`src/rtl/fu_dep_matrix.sv`:
```
module fu_dep_matrix #(
  parameter int N32 = 8,
  parameter int N8  = 8,
  localparam int N  = N32 + N8,
  localparam int IW = $clog2(N),
  localparam int NP = N32 / 2
) (
  input  logic          clk,
  input  logic          rst_n,
  input  logic          iss_valid,
  input  logic          iss_wide,
  input  logic [IW-1:0] iss_unit,
  input  logic [N-1:0]  iss_prod,
  input  logic [N-1:0]  iss_prod_hi,
  input  logic [N-1:0]  done,
  output logic [N-1:0]  busy,
  output logic [N-1:0]  ready,
  output logic          iss_err
);

  logic [N-1:0] dep_q [N];
  logic [N-1:0] busy_q;
  logic [NP-1:0] pair_q;
  logic [N-1:0] rel_raw, rel, live, tgt, prod;
  logic [IW-1:0] uhi;
  logic wide_ok, reject, accept;

  localparam logic [N-1:0] ONE = {{(N-1){1'b0}}, 1'b1};

  assign rel_raw = done & busy_q;

  always_comb begin
    rel = rel_raw;
    for (int k = 0; k < NP; k++)
      if (pair_q[k] && (rel_raw[2*k] || rel_raw[2*k+1])) begin
        rel[2*k]   = 1'b1;
        rel[2*k+1] = 1'b1;
      end
  end

  assign live    = busy_q & ~rel;
  assign uhi     = iss_unit + IW'(1);
  assign wide_ok = (iss_unit < IW'(N32)) && !iss_unit[0];
  assign tgt     = (ONE << iss_unit) | (iss_wide ? (ONE << uhi) : '0);
  assign reject  = iss_valid && (iss_wide ? (!wide_ok || |(busy_q & tgt))
                                          : busy_q[iss_unit]);
  assign accept  = iss_valid && !reject;
  assign prod    = (iss_prod | (iss_wide ? iss_prod_hi : '0)) & live & ~tgt;

  always_ff @(posedge clk) begin
    if (!rst_n) begin
      busy_q <= '0;
      pair_q <= '0;
      for (int i = 0; i < N; i++) dep_q[i] <= '0;
    end else begin
      busy_q <= live | (accept ? tgt : '0);
      for (int i = 0; i < N; i++)
        dep_q[i] <= (accept && tgt[i]) ? prod : (dep_q[i] & ~rel);
      for (int k = 0; k < NP; k++)
        if (accept && iss_wide && iss_unit == IW'(2*k)) pair_q[k] <= 1'b1;
        else if (rel[2*k])                            pair_q[k] <= 1'b0;
    end
  end

  for (genvar i = 0; i < N; i++) begin : g_rdy
    assign ready[i] = busy_q[i] & ~|(dep_q[i] & ~rel);
  end

  assign busy    = busy_q;
  assign iss_err = reject;

endmodule

```
`config.mk`:
```
export PLATFORM = sky130hd
export DESIGN_NAME = fu_dep_matrix
export DESIGN_NICKNAME = d
export VERILOG_FILES = /design/src/rtl/fu_dep_matrix.sv
export SDC_FILE = /design/constraint.sdc
export NUM_CORES = 1
export LEC_CHECK = 0
export BUFFER_PORTS_ARGS = -buffer_cell sky130_fd_sc_hd__buf_4
export CELL_PAD_IN_SITES_DETAIL_PLACEMENT = 0
export CELL_PAD_IN_SITES_GLOBAL_PLACEMENT = 2
export CORE_MARGIN = 5
export CORE_UTILIZATION = 34
export DETAILED_ROUTE_END_ITERATION = 8
export GPL_TIMING_DRIVEN = 0
export HOLD_SLACK_MARGIN = 0.12
export PLACE_DENSITY_LB_ADDON = 0.12
export SLEW_MARGIN = 20
export SYNTH_ARGS = -nofsm -noshare
export SYNTH_HDL_FRONTEND = slang
export SYNTH_SLANG_ARGS = --single-unit
```
`constraint.sdc`:
```
create_clock -name clk -period 3.2 [get_ports clk]
set_input_delay 0.32 -clock clk [delete_from_list [all_inputs] [get_ports clk]]
set_output_delay 0.32 -clock clk [all_outputs]
set_load 0.02 [all_outputs]
```
**Word level (Yosys, flattened, before mapping)**

Memories as Yosys holds them, arrays and structs flattened.
Index checks and enable logic that the tools add are counted.

- Logic and storage cells: 198
- Memory bits (writable): 256
- Output and inout bits: 33
- Bits of input ports: 56
- Memories kept: 1
- Flip-flop bits (word level): 20

- Shifts and indexed selects: 2
- Reduce and logical (&&, ||, !) cells: 74
- Eq/ne operators: 3
- Add/subtract/negate cells: 1
- Order comparisons: 2
- Multiplexer cells: 52
- Bitwise logic cells: 58

Memory list:

| memory | words | bits a word | read ports | clocked after Yosys merged registers in | write ports | RTL line | text |
|---|---|---|---|---|---|---|---|
| dep_q | 16 | 16 | 16 | 0 | 16 | 21 | `logic [N-1:0] dep_q [N];` |

Operator list:

| kind | count |
|---|---|
| $mux W16 | 35 |
| $and A16 B16 Y16 | 21 |
| $reduce_or A16 Y1 | 17 |
| $or A16 B16 Y16 | 3 |
| $not A16 Y16 | 2 |
| $shl A1 B4 Y16 const A | 2 |
| $logic_and A1 B1 Y1 | 28 |
| $logic_not A1 Y1 | 19 |
| $and A1 B1 Y1 | 16 |
| $or A1 B1 Y1 | 16 |
| $mux W1 | 12 |
| $eq A4 B3 Y1 const B | 2 |
| $mux W2 | 4 |
| $reduce_bool A2 Y1 | 4 |
| $logic_or A1 B1 Y1 | 5 |
| $lt A4 B5 Y1 const B | 1 |
| $add A4 B1 Y4 const B | 1 |
| $bmux W1 S4 | 1 |
| $eq A4 B2 Y1 const B | 1 |
| $logic_not A4 Y1 | 1 |
| $lt A4 B4 Y1 const B | 1 |

**Logic depth before layout (Yosys ltp)**

- Word-level depth: 14
- Mapped depth: 13
- Gate-level depth less buffers: 9

**Worst setup path before layout**

No wires, ideal clock.

- Kind: input -> output
- Start point: input port iss_unit[0]
- End point: output port iss_err
- Stages on the path: 10
- Required time: 2.880 ns
- Arrival: 2.782 ns
- Buffers on the path: 1
- Setup slack: 0.098 ns
- Cells stage by stage: clkbuf_1 nand2_1 inv_1 ha_1 nand2b_1 o31ai_1 a22o_1 or3b_2 nor2_1 a211oi_1

- Word-level cells in the longest chain between the ends: 9
- Elaborated cells between the ends (all ways): 16
- Classes of those cells: add/sub (1); order compare (1); shift (2); mux (4); bitwise (2); reduce/logical (6)

RTL lines:

| item | RTL line | text |
|---|---|---|
| from (decl) | 12 | `input logic [IW-1:0] iss_unit,` |
| $add A4 B1 Y4 | 42 | `assign uhi = iss_unit + IW'(1);` |
| $shl A1 B4 Y16 | 44 | `assign tgt = (ONE << iss_unit) \| (iss_wide ? (ONE << uhi) : '0);` |
| $mux W16 | 44 |  |
| $or A16 B16 Y16 | 44 |  |
| $and A16 B16 Y16 | 45 | `assign reject = iss_valid && (iss_wide ? (!wide_ok \|\| \|(busy_q & tgt))` |
| $reduce_or A16 Y1 | 45 |  |
| $logic_or A1 B1 Y1 | 45 |  |
| $mux W1 * | 45 |  |
| $logic_and A1 B1 Y1 * | 45 |  |
| to (decl) | 18 | `output logic iss_err` |

Every way passes the cells marked *; elsewhere a longest branch is shown, timed or not. The select of a mux whose other input is x is not followed.

**Final worst setup path**

- Start point: register busy_q[8] (netlist: busy[8])
- End point: output port ready[9]

- Word-level cells in the longest chain between the ends: 6

RTL lines:

| item | RTL line | text |
|---|---|---|
| from (decl) | 22 | `logic [N-1:0] busy_q;` |
| from (signal assigned) | 56 | `busy_q <= live \| (accept ? tgt : '0);` |
| $and A16 B16 Y16 | 30 | `assign rel_raw = done & busy_q;` |
| $not A16 Y16 | 66 | `assign ready[i] = busy_q[i] & ~\|(dep_q[i] & ~rel);` |
| $and A16 B16 Y16 | 66 |  |
| $reduce_or A16 Y1 | 66 |  |
| $logic_not A1 Y1 | 66 |  |
| $and A1 B1 Y1 | 66 |  |
| to (decl) | 17 | `output logic [N-1:0] ready,` |

Every way passes these cells.

==> results_dict.tcl <==
set metrics [dict create \
    status "finished, final reports clean" \
    cts_buffer_depth 3 \
    dieHeight_um 197.7 \
    grt_pass1_wl_um 73920 \
    io_buffers 87 \
    fin_skew_ns 0.02828 \
    nets 1496 \
    syn_nets 1365 \
    dieArea_um2 39080 \
    grt_usage 0.2537 \
    p_leak_uw 0.005852 \
    std_cell_rows 68 \
    synth_ff_type "dfxtp_1" \
    worst_slew_pin_slew_ns 1.146 \
    ant_nets 0 \
    synthTopCellsByArea "dfxtp_1 (46%), mux2i_1 (14%), nand2_1 (7.1%)" \
    hold_depth 3 \
    cp_num_buf_inv 1 \
    grt_overflow_total 0 \
    critPathMaxFanout 6 \
    cts_root_buffer "clkbuf_16" \
    setup_viol 0 \
    drcViolationCount 0 \
    hp-start "done[3]" \
    first_pass_iters 8 \
    first_iter_violations 907 \
    startpoint_type "flop" \
    layout_commonest_cell "dfxtp_1" \
    core-area_um2 34630 \
    diodes 0 \
    whs_endpoint "pair_q[1]$_SDFFE_PN0P_" \
    critPathArrivalTime_ns 2.82 \
    max_clock_freq_ghz 0.3189 \
    worst-r2r-setup-slack_ns 0.10 \
    fin_util 0.4239 \
    drt-vias-per-instance 5.690 \
    wl_um 51160 \
    path_class "flop to output pin" \
    drive_gt1_frac 0.1700 \
    irDropWorstVdd_v 0.0004281 \
    cp_slowest_cell "dfxtp_2" \
    synth_edf_count 0 \
    clock_latency_ns 0.57 \
    crit_family "compound AO/OA/AOI/OAI gates" \
    pin_count 89 \
    cts_made_buffers 31 \
    vias 10890 \
    wl_per_cell_um 26.73 \
    synthArstFlopShare 0 \
    hold_path.class "input port to flop" \
    pwr_density_cell_nw_per_um2 518.0 \
    worstRegToRegCells 9 \
    initial_core_util 0.3459 \
    clk_pin_slew_worst_paths_ns 0.06 \
    cts_tree "done" \
    timing.rr.end "dep_q[7][14]$_SDFF_PN0_" \
    dieWidth_um 197.7 \
    dp_worst_setup_slack_ns -1.015 \
    grt_max_degree 16 \
    synth_seq_cells 276 \
    crit_chain "nand2_2 > a22o_1 > a221oi_1 > nand4_1 > a221oi_1 > and3_1 > buf_4" \
    hold_viol_final 0 \
    rsz0062_at_grt "true" \
    layout_setup_ws_ns 0.06414 \
    cp_common_cell "a221oi_1" \
    synth_top_cell_area_share 0.4613 \
    cts-htree-levels 1 \
    dp_hpwl_um 37860 \
    setup.worst_path.end_class "output pin" \
    gp_congestion 0.8664 \
    yosys.area.top_type "dfxtp_1" \
    synth.avg_cell_area_um2 9.171 \
    syn_to_final_growth_pct 22.55 \
    yosysSeqAreaShare 0.4613 \
    period_needed_ns 3.136 \
    max-slew-margin-rel 0.2363 \
    syn_inst 1306 \
    yosysWarnings 0 \
    ys_types 56 \
    syn-cell-area_um2 11980 \
    period_share 0.9800 \
    antenna_found_initial 1 \
    cp.required_ns 2.88 \
    critPathMaxStageDelay_ns 0.48 \
    grt_pass1_vias 10410 \
    final_cell_mix "dfxtp_1 (269), nand2_1 (217), mux2i_1 (169)" \
    r2r_start "busy[1]$_SDFF_PN0_" \
    drv_cap 0 \
    cts_sinks 276 \
    slew_violations 0 \
]
==> worst max-delay path by stage <==
| stage | startpoint | endpoint | cells past startpoint |
|---|---|---|---|
| 2_1_floorplan | iss_unit[0] | iss_err | 10 |
| 3_3_place_gp | iss_unit[0] | dep_q[1][11]$_SDFF_PN0_ | 12 |
| 3_5_place_dp | iss_unit[0] | dep_q[3][11]$_SDFF_PN0_ | 13 |
| 4_1_cts | iss_unit[1] | iss_err | 12 |
| 5_1_grt | busy[1]$_SDFF_PN0_ | dep_q[7][15]$_SDFF_PN0_ | 9 |
| 6_report | busy[8]$_SDFF_PN0_ | ready[9] | 7 |
==> flip-flops by register name (all words and copies together) (netlist names) <==
signal	flops
pair_q	4
dep_q	256
busy	16
==> layer usage <==
metal	up-vias	GRT usage	part of all wire
li1	5028	-	-
met1	5389	0.3636	0.46
met2	388	0.3963	0.45
met3	86	0.03845	0.063
met4	0	0.07524	0.030
met5	-	0	0
==> cell usage after synthesis, types with 11 or more instances <==
library cell and count:
inv_1 15, a222oi_1 20, and2_1 11, nor3_1 12, o21ai_0 85, mux2i_1 169
nand3_1 91, a221oi_1 16, a22oi_1 61, a21oi_1 43, a22o_1 15, nand2_1 225
nand4_1 15, nor2_1 27, clkbuf_1 79, dfxtp_1 276, and3_1 18
==> worst min-delay path, stage by stage <==
cell     delay, ns
buf_4         0.13
nand2_1       0.06
a32o_1        0.14
==> stage by stage <==
step | instances | total power [µW] | hold WS (ns) | area (µm²) | TNS (ns)
after global routing | 1914 | 7804 | 0.1543 | 14680 | -0.1330
after floorplan | 1306 | 3733 | 0.4097 | 11980 | 0
after global placement | 1848 | 3963 | 0.4159 | 13200 | -147.82
final | 1914 | 7604 | 0.1341 | 14680 | 0
after detailed placement | 1854 | 3963 | 0.4216 | 13280 | -127.99
after CTS | 1916 | 7633 | 0.1204 | 14600 | -0.001799
==> cell type report <==
type                            count  area, µm²
Clock inverter                     14      178.9
Inverter                           15      56.30
Multi-Input combinational cell    908       6153
Timing Repair Buffer              102      799.5
Clock buffer                       41      863.3
Tap cell                          455      569.3
Buffer                            103      524.3
Sequential cell                   276       5534
Fill cell                        3441      19950
==> what timing repair did <==
| action | CTS | global route |
|---|---|---|
| hold endpoints to repair | 4 | 0 |
| gates resized for setup | 57 | 26 |
| buffers inserted | 4 | 0 |
| setup endpoints to repair | 190 | 123 |
| hold buffers | 5 | 0 |
| pin swaps | 5 | 3 |
==> report_power, final <==
| group | total [µW] | internal, µW | switching (µW) |
|---|---|---|---|
| Clock | 3680 | 2200 | 1480 |
| Sequential | 3450 | 3440 | 5.58 |
| Combinational | 475 | 148 | 327 |
==> cells by family (layout without fill, tap and decap cells) <==
group,count (synthesis),after routing,synth area share
adder cells (fa/ha/maj),3,3,0.003134
AO/OA/AOI/OAI,301,301,0.1808
buffers and inverters,122,275,0.04419
XOR/XNOR,1,1,0.0007314
multiplexers,174,174,0.1459
flip-flops,276,276,0.4613
AND/OR/NAND/NOR,429,429,0.1639
Note: power is estimated with default switching activity, not from simulation.
